$ cat config.mk
export PLATFORM = sky130hd
export DESIGN_NAME = disp_line_seq
export DESIGN_NICKNAME = d
export VERILOG_FILES = /design/src/rtl/disp_seq_pkg.sv /design/src/rtl/disp_pos_counter.sv /design/src/rtl/disp_mode_fsm.sv /design/src/rtl/disp_match_unit.sv /design/src/rtl/disp_line_seq.sv
export SDC_FILE = /design/constraint.sdc
export NUM_CORES = 1
export LEC_CHECK = 0
export BUFFER_PORTS_ARGS = -buffer_cell sky130_fd_sc_hd__buf_2
export CELL_PAD_IN_SITES_DETAIL_PLACEMENT = 0
export CELL_PAD_IN_SITES_GLOBAL_PLACEMENT = 1
export CORE_MARGIN = 3
export CORE_UTILIZATION = 34
export CTS_CLUSTER_DIAMETER = 30
export CTS_CLUSTER_SIZE = 8
export DETAILED_ROUTE_END_ITERATION = 8
export HOLD_SLACK_MARGIN = 0.08
export PLACE_DENSITY = 0.72
export SETUP_SLACK_MARGIN = 0.1
export SKIP_LAST_GASP = 1
export SLEW_MARGIN = 10
export SYNTH_ARGS = -nofsm -noshare
export SYNTH_HDL_FRONTEND = slang
export SYNTH_SLANG_ARGS = --single-unit
$ cat constraint.sdc
create_clock -name clk -period 1.7 [get_ports clk]
set_clock_uncertainty 0.05 [all_clocks]
set_input_delay 0.34 -clock clk [delete_from_list [all_inputs] [get_ports clk]]
set_output_delay 0.34 -clock clk [all_outputs]
set_load 0.01 [all_outputs]
$ cat src/rtl/disp_seq_pkg.sv
package disp_seq_pkg;
    typedef enum logic [1:0] {
        MD_HBLANK = 2'd0,
        MD_VBLANK = 2'd1,
        MD_SEARCH = 2'd2,
        MD_XFER   = 2'd3
    } disp_mode_e;
endpackage

$ cat src/rtl/disp_pos_counter.sv
module disp_pos_counter #(
    parameter int LINE_CYCLES = 114,
    parameter int TOTAL_LINES = 154,
    parameter int DOT_W       = 7,
    parameter int LINE_W      = 8
) (
    input  logic              clk,
    input  logic              rst_n,
    input  logic              tick,
    output logic [DOT_W-1:0]  dot,
    output logic [LINE_W-1:0] line
);
    localparam logic [DOT_W-1:0]  DOT_LAST  = DOT_W'(LINE_CYCLES - 1);
    localparam logic [LINE_W-1:0] LINE_LAST = LINE_W'(TOTAL_LINES - 1);

    logic [DOT_W-1:0]  dot_q;
    logic [LINE_W-1:0] line_q;

    always_ff @(posedge clk or negedge rst_n) begin
        if (!rst_n) begin
            dot_q  <= '0;
            line_q <= '0;
        end else if (tick) begin
            if (dot_q == DOT_LAST) begin
                dot_q  <= '0;
                line_q <= (line_q == LINE_LAST) ? '0 : line_q + 1'b1;
            end else begin
                dot_q <= dot_q + 1'b1;
            end
        end
    end

    assign dot  = dot_q;
    assign line = line_q;


    dot_range_chk: assert property (@(posedge clk) disable iff (!rst_n)
        int'(dot_q) < LINE_CYCLES);

    line_range_chk: assert property (@(posedge clk) disable iff (!rst_n)
        int'(line_q) < TOTAL_LINES);

    dot_wrap_chk: assert property (@(posedge clk) disable iff (!rst_n)
        (tick && dot_q == DOT_LAST) |=> (dot_q == '0));

    line_step_chk: assert property (@(posedge clk) disable iff (!rst_n)
        (tick && dot_q == DOT_LAST && line_q != LINE_LAST) |=> (line_q == $past(line_q) + 1'b1));

    dot_hold_chk: assert property (@(posedge clk) disable iff (!rst_n)
        !tick |=> $stable(dot_q));
endmodule

$ cat src/rtl/disp_mode_fsm.sv
module disp_mode_fsm
    import disp_seq_pkg::*;
#(
    parameter int VISIBLE_LINES = 144,
    parameter int SEARCH_CYCLES = 20,
    parameter int XFER_END      = 100,
    parameter int DOT_W         = 7,
    parameter int LINE_W        = 8
) (
    input  logic              clk,
    input  logic              rst_n,
    input  logic              disp_on,
    input  logic [DOT_W-1:0]  dot,
    input  logic [LINE_W-1:0] line,
    output disp_mode_e        mode,
    output logic              enter_hblank,
    output logic              enter_vblank,
    output logic              enter_search
);
    disp_mode_e state_q, state_d, pos_mode;

    // position decode
    always_comb begin
        if (int'(line) >= VISIBLE_LINES)     pos_mode = MD_VBLANK;
        else if (int'(dot) < SEARCH_CYCLES)  pos_mode = MD_SEARCH;
        else if (int'(dot) < XFER_END)       pos_mode = MD_XFER;
        else                                 pos_mode = MD_HBLANK;
    end

    // state register
    always_ff @(posedge clk or negedge rst_n) begin
        if (!rst_n) state_q <= MD_HBLANK;
        else        state_q <= state_d;
    end

    // next state and entry outputs
    always_comb begin
        state_d      = state_q;
        enter_hblank = 1'b0;
        enter_vblank = 1'b0;
        enter_search = 1'b0;
        if (disp_on && pos_mode != state_q) begin
            state_d = pos_mode;
            unique case (pos_mode)
                MD_HBLANK: enter_hblank = 1'b1;
                MD_VBLANK: enter_vblank = 1'b1;
                MD_SEARCH: enter_search = 1'b1;
                MD_XFER:   ;
            endcase
        end
    end

    assign mode = state_q;


    vblank_entry_chk: assert property (@(posedge clk) disable iff (!rst_n)
        enter_vblank |=> (state_q == MD_VBLANK));

    mode_frozen_chk: assert property (@(posedge clk) disable iff (!rst_n)
        !disp_on |=> $stable(state_q));

    entry_onehot_chk: assert property (@(posedge clk) disable iff (!rst_n)
        $onehot0({enter_hblank, enter_vblank, enter_search}));
endmodule

$ cat src/rtl/disp_match_unit.sv
module disp_match_unit #(
    parameter int LINE_W = 8
) (
    input  logic              clk,
    input  logic              rst_n,
    input  logic              disp_on,
    input  logic [LINE_W-1:0] line,
    input  logic [LINE_W-1:0] cmp,
    output logic              match_flag,
    output logic              match_rise
);
    logic flag_q;
    logic equal_now;

    assign equal_now = (line == cmp);

    always_ff @(posedge clk or negedge rst_n) begin
        if (!rst_n)       flag_q <= 1'b0;
        else if (disp_on) flag_q <= equal_now;
    end

    assign match_rise = disp_on && equal_now && !flag_q;
    assign match_flag = flag_q;


    rise_sets_flag_chk: assert property (@(posedge clk) disable iff (!rst_n)
        match_rise |=> flag_q);

    flag_frozen_chk: assert property (@(posedge clk) disable iff (!rst_n)
        !disp_on |=> $stable(flag_q));
endmodule

$ cat src/rtl/disp_line_seq.sv
module disp_line_seq
    import disp_seq_pkg::*;
#(
    parameter int  LINE_CYCLES   = 114,
    parameter int  TOTAL_LINES   = 154,
    parameter int  VISIBLE_LINES = 144,
    parameter int  SEARCH_CYCLES = 20,
    parameter int  XFER_END      = 100,
    localparam int DOT_W         = $clog2(LINE_CYCLES),
    localparam int LINE_W        = $clog2(TOTAL_LINES)
) (
    input  logic              clk,
    input  logic              rst_n,
    input  logic              tick,
    input  logic              disp_on,
    input  logic [LINE_W-1:0] cmp_line,
    input  logic              en_hblank,
    input  logic              en_vblank,
    input  logic              en_search,
    input  logic              en_match,
    output logic [DOT_W-1:0]  dot,
    output logic [LINE_W-1:0] line_num,
    output logic [1:0]        mode,
    output logic              match_flag,
    output logic              vblank_req,
    output logic              stat_req
);
    logic       go_hblank, go_vblank, go_search, eq_rise;
    disp_mode_e mode_s;
    logic       vb_q, st_q;

    disp_pos_counter #(
        .LINE_CYCLES(LINE_CYCLES), .TOTAL_LINES(TOTAL_LINES),
        .DOT_W(DOT_W), .LINE_W(LINE_W)
    ) u_pos (
        .clk(clk), .rst_n(rst_n), .tick(tick), .dot(dot), .line(line_num)
    );

    disp_mode_fsm #(
        .VISIBLE_LINES(VISIBLE_LINES), .SEARCH_CYCLES(SEARCH_CYCLES),
        .XFER_END(XFER_END), .DOT_W(DOT_W), .LINE_W(LINE_W)
    ) u_fsm (
        .clk(clk), .rst_n(rst_n), .disp_on(disp_on), .dot(dot), .line(line_num),
        .mode(mode_s), .enter_hblank(go_hblank), .enter_vblank(go_vblank),
        .enter_search(go_search)
    );

    disp_match_unit #(.LINE_W(LINE_W)) u_match (
        .clk(clk), .rst_n(rst_n), .disp_on(disp_on), .line(line_num),
        .cmp(cmp_line), .match_flag(match_flag), .match_rise(eq_rise)
    );

    always_ff @(posedge clk or negedge rst_n) begin
        if (!rst_n) begin
            vb_q <= 1'b0;
            st_q <= 1'b0;
        end else begin
            vb_q <= go_vblank;
            st_q <= (go_hblank && en_hblank) || (go_vblank && en_vblank) ||
                    (go_search && en_search) || (eq_rise && en_match);
        end
    end

    assign mode       = mode_s;
    assign vblank_req = vb_q;
    assign stat_req   = st_q;


    quiet_when_off_chk: assert property (@(posedge clk) disable iff (!rst_n)
        !disp_on |=> (!vblank_req && !stat_req));

    vblank_mode_chk: assert property (@(posedge clk) disable iff (!rst_n)
        vblank_req |-> (mode == 2'd1));

    vblank_single_chk: assert property (@(posedge clk) disable iff (!rst_n)
        vblank_req |=> !vblank_req);
endmodule

==> reports/qor.yml <==
status:
  outcome: "complete, no violations"
placed_design:
  port_buffers: 35
  gp_congestion: 0.825
  hpwlAfterDp_um: 2140
detailed_routing:
  wl_per_cell_um: 12.6
  route.detailed.drc: 0
  routed_wl_um: 2830
  drtIter0Drc: 26
  via_per_inst: 4.96
  via_count: 1115
  dr.pass1.iters: 4
  ant_nets: 0
global_route:
  antenna_found_initial: 0
  grt-ovfl-total: 0
  grt_max_degree: 21
  grt_pass1_vias: 1068
  gr-usage-all-layers: 0.136
  grt_pass1_wl_um: 4590
synth:
  ys_seq_area_frac: 0.415
  syn-cell-area_mm2: 0.00121
  synth_ff_type: "dfrtp_1"
  syn-instance-count: 128
  synth-edff-count: 0
  syn-num-nets: 149
  ys_warn_count: 0
  ys_seq_elements: 20
  synth-async-reset-ratio: 1.00
  synth_cell_types: 40
  synth_area_per_cell_um2: 9.42
critical_path:
  worstSetupPathType: "register to register"
  worstPathCellList: "inv_2 -> ha_4 -> nand3b_1 -> or4_4 -> or4b_1 -> o21ai_1"
  slowest_delay_ns: 0.53
  arrival_ns: 1.80
  cp-start-kind: "register"
  end_kind: "register"
  crit_path_max_fanout: 4
  cp_slowest_cell: "or4_4"
  required_ns: 1.86
clock_tree:
  clockRootBuffer: "clkbuf_4"
  cts.path.max_buffers: 2
  ctsHtreeMaxLevel: 1
  cts_made_buffers: 3
  clkLatencyLatePin_ns: 0.30
  clk_pin_slew_ns: 0.13
  cts.sinks: 20
  cts_tree: "yes"
timing:
  rsz0062_at_grt: "true"
  drv_slew: 0
  final_hold_viol_count: 0
  tightest_slew_ns: 0.463
  period_share: 0.965
  finalSetupViolCount: 0
  finalCriticalPeriod_ns: 1.64
  max_freq_ghz: 0.610
  hold_slack_ns: 0.209
  relSlewSlack: 0.689
power:
  power_density_mw_per_mm2: 854
  max-vdd-ir-drop_mv: 0.447
  p_leak_nw: 0.771
layout:
  regArea_um2: 504
  finalNetCount: 201
  drive_above_1_share: 0.380
  diodes: 0
  utilization: 0.483
  fillers: 328
  multiInputGateArea_um2: 694
  area_delta_synth_final_pct: 35.7
floorplan:
  initial_utilization: 0.356
  std_cell_rows: 21
  die_area_mm2: 0.00430
  die_w_um: 65.6
  io_pins: 36
  core_area_mm2: 0.00339
  fp.dieH_um: 65.6
run:
  maxCapViolations: 0
min_path:
  hp-class: "primary input to register"
[worst paths after layout]
kind | start | end | slack, ns | depth (start not counted)
worst max-delay path | u_pos.line[1] | u_pos.line[6] | 0.06 | 6
worst min-delay path | en_vblank | stat_req | 0.21 | 3
worst max register to register | u_pos.line[1] | u_pos.line[6] | 0.06 | 6
worst min register to register | u_match.match_flag | u_match.match_flag | 0.48 | 1
max in group asynchronous | rst_n | u_pos.dot[2] | 0.79 | 2
min in group asynchronous | rst_n | stat_req | 0.45 | 2
[power by group]
group          leakage [nW]  switching [W]  internal [W]
Sequential            0.231      0.0000510      0.000530
Combinational         0.512       0.000209      0.000216
Clock                0.0279       0.000153      0.000238
Total                 0.771       0.000413      0.000984
[final cells by class]
type / instances / share of cell area
multi-input cells: 95 / 0.424
flip-flops and latches: 20 / 0.308
repair buffers: 50 / 0.177
well taps: 46 / 0.0352
inverters: 10 / 0.0229
clock inverters: 1 / 0.0183
clock buffers: 3 / 0.0138
[metal layers]
metal	part of all wire	up-vias	GRT usage
li1	-	566	-
met3	0.060	4	0.0342
met1	0.45	514	0.164
met5	0	-	0
met4	0.011	0	0.0440
met2	0.48	31	0.235
[critical path: cells and delay by family (launching register included)]
kind,cells,cell delay (ns)
buffers and inverters,1,0.08
adder cells (fa/ha/maj),1,0.12
AO/OA/AOI/OAI,1,0.05
flip-flops,1,0.43
AND/OR/NAND/NOR,3,0.81
[flip-flops by register name (all words and copies together) (netlist names)]
name and flops:
u_pos.dot 7, u_pos.line 8, u_fsm.mode 2, u_match.match_flag 1, vblank_req 1, stat_req 1
[Yosys cell counts (all sizes together) (2+ instances only)]
cell,count,area share
nand2b,2,0.010
xor2,9,0.065
or3,2,0.011
nand3b,2,0.012
buf,3,0.012
dfrtp,20,0.41
nor2b,3,0.016
nand3,11,0.056
nor3,3,0.012
nand4,3,0.016
a31oi,2,0.010
inv,10,0.031
and3,5,0.026
and2,2,0.010
o21ai,11,0.046
nor2,4,0.012
ha,5,0.052
a21oi,6,0.025
a22o,4,0.029
nand2,4,0.012
[cells by family (layout without fill, tap and decap cells)]
| family | after synthesis | count (layout) | share of synthesized area |
|---|---|---|---|
| buffers and inverters | 14 | 64 | 0.0467 |
| and+or+nand+nor | 47 | 48 | 0.241 |
| adders and majority gates | 5 | 5 | 0.0519 |
| AOI/OAI and AO/OA | 31 | 31 | 0.165 |
| DFF | 20 | 20 | 0.415 |
| muxes | 1 | 1 | 0.00830 |
| xor gates and xnor gates | 10 | 10 | 0.0726 |
[layout by cell type (no fill, tap or decap), types with 2 or more instances in the layout]
| cell type | netlist | final |
|---|---|---|
| dfrtp_1 | 20 | 17 |
| clkbuf_4 | 0 | 3 |
| and3_4 | 0 | 2 |
| nand2b_1 | 2 | 2 |
| dfrtp_2 | 0 | 3 |
| o21ai_1 | 1 | 3 |
| nor2_1 | 4 | 4 |
| a21oi_1 | 6 | 6 |
| nand2_1 | 4 | 4 |
| inv_1 | 10 | 9 |
| xor2_1 | 9 | 9 |
| nand3b_1 | 2 | 2 |
| nand4_1 | 3 | 3 |
| buf_2 | 3 | 35 |
| buf_4 | 0 | 14 |
| nand3_1 | 10 | 9 |
| and3_1 | 5 | 3 |
| nor2b_1 | 3 | 3 |
| ha_1 | 5 | 4 |
| or4_4 | 0 | 2 |
| a31oi_1 | 2 | 2 |
| o21ai_0 | 10 | 8 |
| a22o_1 | 4 | 4 |
| nor3_1 | 3 | 3 |
[through the flow]
step / worst slack [ns] / power (W) / std cells / TNS (ns) / instance area, µm²
3_5_place_dp: 0.0182 / 0.00101 / 218 / 0 / 1530
3_3_place_gp: 0.0708 / 0.000996 / 218 / 0 / 1530
2_1_floorplan: 0.0788 / 0.000811 / 128 / 0 / 1230
4_1_cts: 0.103 / 0.00140 / 223 / 0 / 1600
6_report: 0.0603 / 0.00140 / 225 / 0 / 1640
5_1_grt: -0.0186 / 0.00148 / 225 / -0.0298 / 1640
[what timing repair did]
action,in CTS,in global routing
pin swaps,0,4
resized for setup,2,6
endpoints found under the setup margin,7,8
endpoints found under the hold margin,20,0
hold buffers,1,0
buffers inserted,0,1
gates cloned,0,1
No activity file was read; power rests on OpenSTA's default activity.
